[src/rtl/ptb_pkg.sv]
`timescale 1ns/1ps
package ptb_pkg;
  // register width and prescaler code width
  localparam int REG_W  = 8;
  localparam int PSEL_W = 3;
  // register addresses
  localparam logic ADDR_COUNT = 1'b0;
  localparam logic ADDR_CTRL  = 1'b1;
  // control/status bit positions
  localparam int BIT_FLAG = 5;
  localparam int BIT_IE   = 4;
  localparam int BIT_CEN  = 3;
endpackage

[src/rtl/ptb_prescaler.sv]
`timescale 1ns/1ps
module ptb_prescaler #(
  parameter int SEL_W = 3
) (
  input  logic             clk,
  input  logic             rst_n,
  input  logic             run,
  input  logic [SEL_W-1:0] sel,
  output logic             tick
);
  localparam int DIV_W = 1 << SEL_W;
  localparam logic [DIV_W-1:0] ONE = DIV_W'(1);

  logic [DIV_W-1:0] div_q;
  logic [DIV_W-1:0] tap;

  // free-running divider, held at zero while counting is off
  always_ff @(posedge clk or negedge rst_n) begin
    if (!rst_n)    div_q <= '0;
    else if (!run) div_q <= '0;
    else           div_q <= div_q + ONE;
  end

  // tap g fires once every 2^(g+1) cycles
  for (genvar g = 0; g < DIV_W; g++) begin : g_tap
    assign tap[g] = &div_q[g:0];
  end

  assign tick = run & tap[sel];
endmodule

[src/rtl/ptb_upcounter.sv]
`timescale 1ns/1ps
module ptb_upcounter #(
  parameter int W = 8
) (
  input  logic         clk,
  input  logic         rst_n,
  input  logic         load,
  input  logic [W-1:0] load_val,
  input  logic         step,
  output logic [W-1:0] value,
  output logic         wrap
);
  localparam logic [W-1:0] TOP = '1;
  localparam logic [W-1:0] ONE = W'(1);

  // a load takes priority over a step in the same cycle
  always_ff @(posedge clk or negedge rst_n) begin
    if (!rst_n)    value <= '0;
    else if (load) value <= load_val;
    else if (step) value <= value + ONE;
  end

  assign wrap = step & ~load & (value == TOP);
endmodule

[src/rtl/ptb_ctrl.sv]
`timescale 1ns/1ps
module ptb_ctrl
  import ptb_pkg::*;
#(
  parameter int DATA_W = REG_W,
  parameter int SEL_W  = PSEL_W
) (
  input  logic              clk,
  input  logic              rst_n,
  input  logic              wr,
  input  logic              rd,
  input  logic [DATA_W-1:0] wdata,
  input  logic              wrap,
  output logic [SEL_W-1:0]  psel,
  output logic              cen,
  output logic              ie,
  output logic              flag,
  output logic              irq,
  output logic [DATA_W-1:0] status
);
  // writable fields; the flag is not among them
  always_ff @(posedge clk or negedge rst_n) begin
    if (!rst_n) begin
      psel <= '0;
      cen  <= 1'b0;
      ie   <= 1'b0;
    end else if (wr) begin
      psel <= wdata[SEL_W-1:0];
      cen  <= wdata[BIT_CEN];
      ie   <= wdata[BIT_IE];
    end
  end

  // sticky flag: a wrap sets it, and wins over a clearing read
  always_ff @(posedge clk or negedge rst_n) begin
    if (!rst_n)          flag <= 1'b0;
    else if (wrap)       flag <= 1'b1;
    else if (rd && flag) flag <= 1'b0;
  end

  assign irq = flag & ie;

  always_comb begin
    status              = '0;
    status[SEL_W-1:0]   = psel;
    status[BIT_CEN]     = cen;
    status[BIT_IE]      = ie;
    status[BIT_FLAG]    = flag;
  end
endmodule

[src/rtl/ptb_timebase.sv]
`timescale 1ns/1ps
module ptb_timebase
  import ptb_pkg::*;
#(
  parameter int DATA_W = REG_W,
  parameter int SEL_W  = PSEL_W
) (
  input  logic              clk,
  input  logic              rst_n,
  input  logic              reg_wr,
  input  logic              reg_rd,
  input  logic              reg_addr,
  input  logic [DATA_W-1:0] reg_wdata,
  output logic [DATA_W-1:0] reg_rdata,
  output logic              irq
);
  logic              wr_count, wr_ctrl, rd_ctrl;
  logic              presc_tick, wrap;
  logic [DATA_W-1:0] count_q, status;
  logic [SEL_W-1:0]  psel_q;
  logic              cen_q, ie_q, flag_q;

  assign wr_count = reg_wr & (reg_addr == ADDR_COUNT);
  assign wr_ctrl  = reg_wr & (reg_addr == ADDR_CTRL);
  assign rd_ctrl  = reg_rd & (reg_addr == ADDR_CTRL);

  ptb_prescaler #(.SEL_W(SEL_W)) u_presc (
    .clk   (clk),
    .rst_n (rst_n),
    .run   (cen_q),
    .sel   (psel_q),
    .tick  (presc_tick)
  );

  ptb_upcounter #(.W(DATA_W)) u_count (
    .clk      (clk),
    .rst_n    (rst_n),
    .load     (wr_count),
    .load_val (reg_wdata),
    .step     (presc_tick),
    .value    (count_q),
    .wrap     (wrap)
  );

  ptb_ctrl #(.DATA_W(DATA_W), .SEL_W(SEL_W)) u_ctrl (
    .clk    (clk),
    .rst_n  (rst_n),
    .wr     (wr_ctrl),
    .rd     (rd_ctrl),
    .wdata  (reg_wdata),
    .wrap   (wrap),
    .psel   (psel_q),
    .cen    (cen_q),
    .ie     (ie_q),
    .flag   (flag_q),
    .irq    (irq),
    .status (status)
  );

  always_comb begin
    if (reg_addr == ADDR_CTRL) reg_rdata = status;
    else                       reg_rdata = count_q;
  end
endmodule

[config.mk]
export PLATFORM = sky130hd
export DESIGN_NAME = ptb_timebase
export DESIGN_NICKNAME = d
export VERILOG_FILES = /design/src/rtl/ptb_pkg.sv /design/src/rtl/ptb_prescaler.sv /design/src/rtl/ptb_upcounter.sv /design/src/rtl/ptb_ctrl.sv /design/src/rtl/ptb_timebase.sv
export SDC_FILE = /design/constraint.sdc
export NUM_CORES = 1
export LEC_CHECK = 0
export ABC_AREA = 1
export ABC_CLOCK_PERIOD_IN_PS = 4500
export CELL_PAD_IN_SITES_DETAIL_PLACEMENT = 1
export CELL_PAD_IN_SITES_GLOBAL_PLACEMENT = 2
export CORE_ASPECT_RATIO = 1.2
export CORE_MARGIN = 2
export CORE_UTILIZATION = 32
export CTS_CLUSTER_SIZE = 24
export DETAILED_ROUTE_END_ITERATION = 10
export GPL_ROUTABILITY_DRIVEN = 1
export PLACE_DENSITY_LB_ADDON = 0.1
export SLEW_MARGIN = 5
export SYNTH_ARGS = -nofsm -noshare
export SYNTH_HDL_FRONTEND = slang
export SYNTH_SLANG_ARGS = --single-unit
[constraint.sdc]
create_clock -name clk -period 4.5 [get_ports clk]
set_clock_uncertainty 0.15 [all_clocks]
set_input_delay 0.9 -clock clk [delete_from_list [all_inputs] [get_ports clk]]
set_output_delay 0.9 -clock clk [all_outputs]
set_load 0.05 [all_outputs]
==> results_dict.tcl <==
set metrics [dict create \
    outcome "finished clean" \
    finalNonFillerCells 260 \
    final_common_cell "nand2_1" \
    hold_ws_ns 0.361 \
    crit_required_ns 3.45 \
    post_cts_buffers 0 \
    final_util 0.399 \
    clkSinkCount 22 \
    tightest_slew_ns 1.04 \
    cp.arrival_ns 2.86 \
    placed_cells 257 \
    place.gp.congestion 0.726 \
    dieHeight_um 76.0 \
    drive_above_1_share 0.0931 \
    worstPathCellList "clkdlybuf4s50_1 > inv_2 > o21ai_0 > clkdlybuf4s50_1" \
    hold_class "reg -> reg" \
    cpMaxStageDelayCell "clkdlybuf4s50_1" \
    gr-total-overflow 0 \
    fp.dieW_um 64.0 \
    setup_viol 0 \
    rrSetupSlack_ns 2.51 \
    ant_nets 0 \
    dieArea_um2 4860 \
    ios 22 \
    grt_max_degree 23 \
    via_per_inst 4.82 \
    hold_viol_final 0 \
    min_period_ns 3.91 \
    tns_ns 0 \
    clk_path_buf_depth 2 \
    path_common_cell "clkdlybuf4s50_1" \
    fin_crit_sh 0.870 \
    dp_hpwl_um 2810 \
    syn_avg_cell_area_um2 7.47 \
    worstSetupPathType "in -> out" \
    vias 1252 \
    cts_resized 0 \
    ys_types 26 \
    hold_path_depth 1 \
    grt_pass1_vias 1365 \
    io_buffers 21 \
    drtIter0Drc 49 \
    rsz0062_at_grt "no" \
    ys_seq_area_frac 0.398 \
    ir_drop_uv 149 \
    critPathTopFamily "buffers and inverters" \
    antenna_found_initial 0 \
    cts.clk_slew.worst_paths_ns 0.08 \
    final_area_um2 1670 \
    placedInstanceArea_um2 1630 \
    hold-path-endpoint "u_presc.div_q[0]" \
    path_max_fanout 11 \
    hold_start "u_presc.div_q[0]" \
    maxCapViolations 0 \
    wl_per_cell_um 13.7 \
    core-area_um2 4200 \
    final_nets 223 \
    clk_latency_ns 0.26 \
    reg2reg_from "u_presc.div_q[0]" \
    power_density_nw_per_um2 417 \
    r2r-end "u_count.value[6]" \
    grt_pass1_wl_um 6330 \
    area_delta_synth_final_pct 21.1 \
    numCtsBuffers 3 \
    mostFrequentLayoutCells "60 x nand2_1, 22 x dfrtp_1, 21 x clkdlybuf4s50_1" \
    cts_hold_buf 0 \
    num_rows 26 \
    max_freq_mhz 255 \
    slew_viol_final 0 \
    critical_path_buf_inv_count 3 \
    num_antenna_cells 0 \
    drt_wl_total_um 3560 \
    firstDrtPassIters 4 \
    drc 0 \
    cts_tree "yes" \
    cp_slowest_stage_delay_ns 0.83 \
    critPathCaptureType "primary output" \
    ys_ff_latch 22 \
    startpoint_type "input pin" \
    clockRootBuffer "clkbuf_8" \
    synth_cells 185 \
    p_leak_nw 0.815 \
    cp-startpoint "reg_addr" \
    start_util 0.329 \
    syn-cell-area_um2 1380 \
    worst_r2r_path_depth 11 \
    cts-htree-levels 1 \
    track_usage 0.165 \
    relSlewSlack 0.306 \
    syn_nets 202 \
    yosys_warnings 0 \
]
[cell families (layout without fill, tap and decap cells)]
logic type               after synthesis  count (layout)  share of synthesized area
XOR/XNOR                               3               3                     0.0190
multiplexers                           1               1                    0.00814
AO/OA/AOI/OAI                         24              24                     0.0968
flip-flops                            22              22                      0.398
buffers and inverters                 26              45                     0.0787
AND/OR/NAND/NOR                      105             105                      0.363
adder cells (fa/ha/maj)                4               4                     0.0362
[synth_stat cells, drive strengths merged]
| cell type | instances | share of area |
|---|---|---|
| buf | 5 | 0.022 |
| a21oi | 10 | 0.044 |
| ha | 4 | 0.036 |
| nand3b | 1 | 0.0054 |
| nand3 | 19 | 0.080 |
| mux2 | 1 | 0.0081 |
| nand4 | 3 | 0.014 |
| nand2 | 65 | 0.21 |
| o21ai | 13 | 0.047 |
| dfrtp | 22 | 0.40 |
| inv | 21 | 0.057 |
| nor2 | 15 | 0.048 |
| nor3 | 2 | 0.0072 |
| o21bai | 1 | 0.0054 |
| xnor2 | 1 | 0.0063 |
| xor2 | 2 | 0.013 |
[per-stage QoR]
step                      setup WS, ns  total power [mW]
after floorplan                   1.29             0.497
after global placement           0.623             0.573
after detailed placement         0.560             0.584
after CTS                        0.557             0.711
after global routing             0.427             0.760
final                            0.585             0.699
[power breakdown]
| part | total [mW] | switching (mW) | internal (mW) |
|---|---|---|---|
| Combinational | 0.273 | 0.171 | 0.102 |
| Sequential | 0.301 | 0.0605 | 0.241 |
| Clock | 0.124 | 0.0643 | 0.0597 |
[sequential cells by signal, indices dropped and copies added (netlist names)]
register / cells
u_count.value: 8
u_ctrl.ie: 1
u_ctrl.cen: 1
u_ctrl.psel: 3
u_presc.div_q: 8
u_ctrl.flag: 1
[worst max-delay path by stage]
stage / end / slack, ns / cells after the start
final: reg_rdata[1] / 0.59 / 4
after global routing: reg_rdata[1] / 0.43 / 4
after CTS: reg_rdata[1] / 0.56 / 4
after detailed placement: reg_rdata[1] / 0.56 / 4
after global placement: reg_rdata[1] / 0.62 / 4
after floorplan: reg_rdata[3] / 1.29 / 2
[cell type report]
| type | instances | area, µm² |
|---|---|---|
| clock buffer | 3 | 41.3 |
| fill | 531 | 2520 |
| inverter | 21 | 78.8 |
| multi-input combinational | 137 | 723 |
| sequential | 22 | 551 |
| tap | 56 | 70.1 |
| timing repair buffer | 21 | 210 |
[layer usage]
| metal | wire (µm) | GRT usage |
|---|---|---|
| met5 | 0 | 0 |
| met4 | 17 | 0.0391 |
| met3 | 53 | 0.0192 |
| met2 | 1980 | 0.314 |
| met1 | 1510 | 0.191 |
Power figures use the tool's default switching activity.
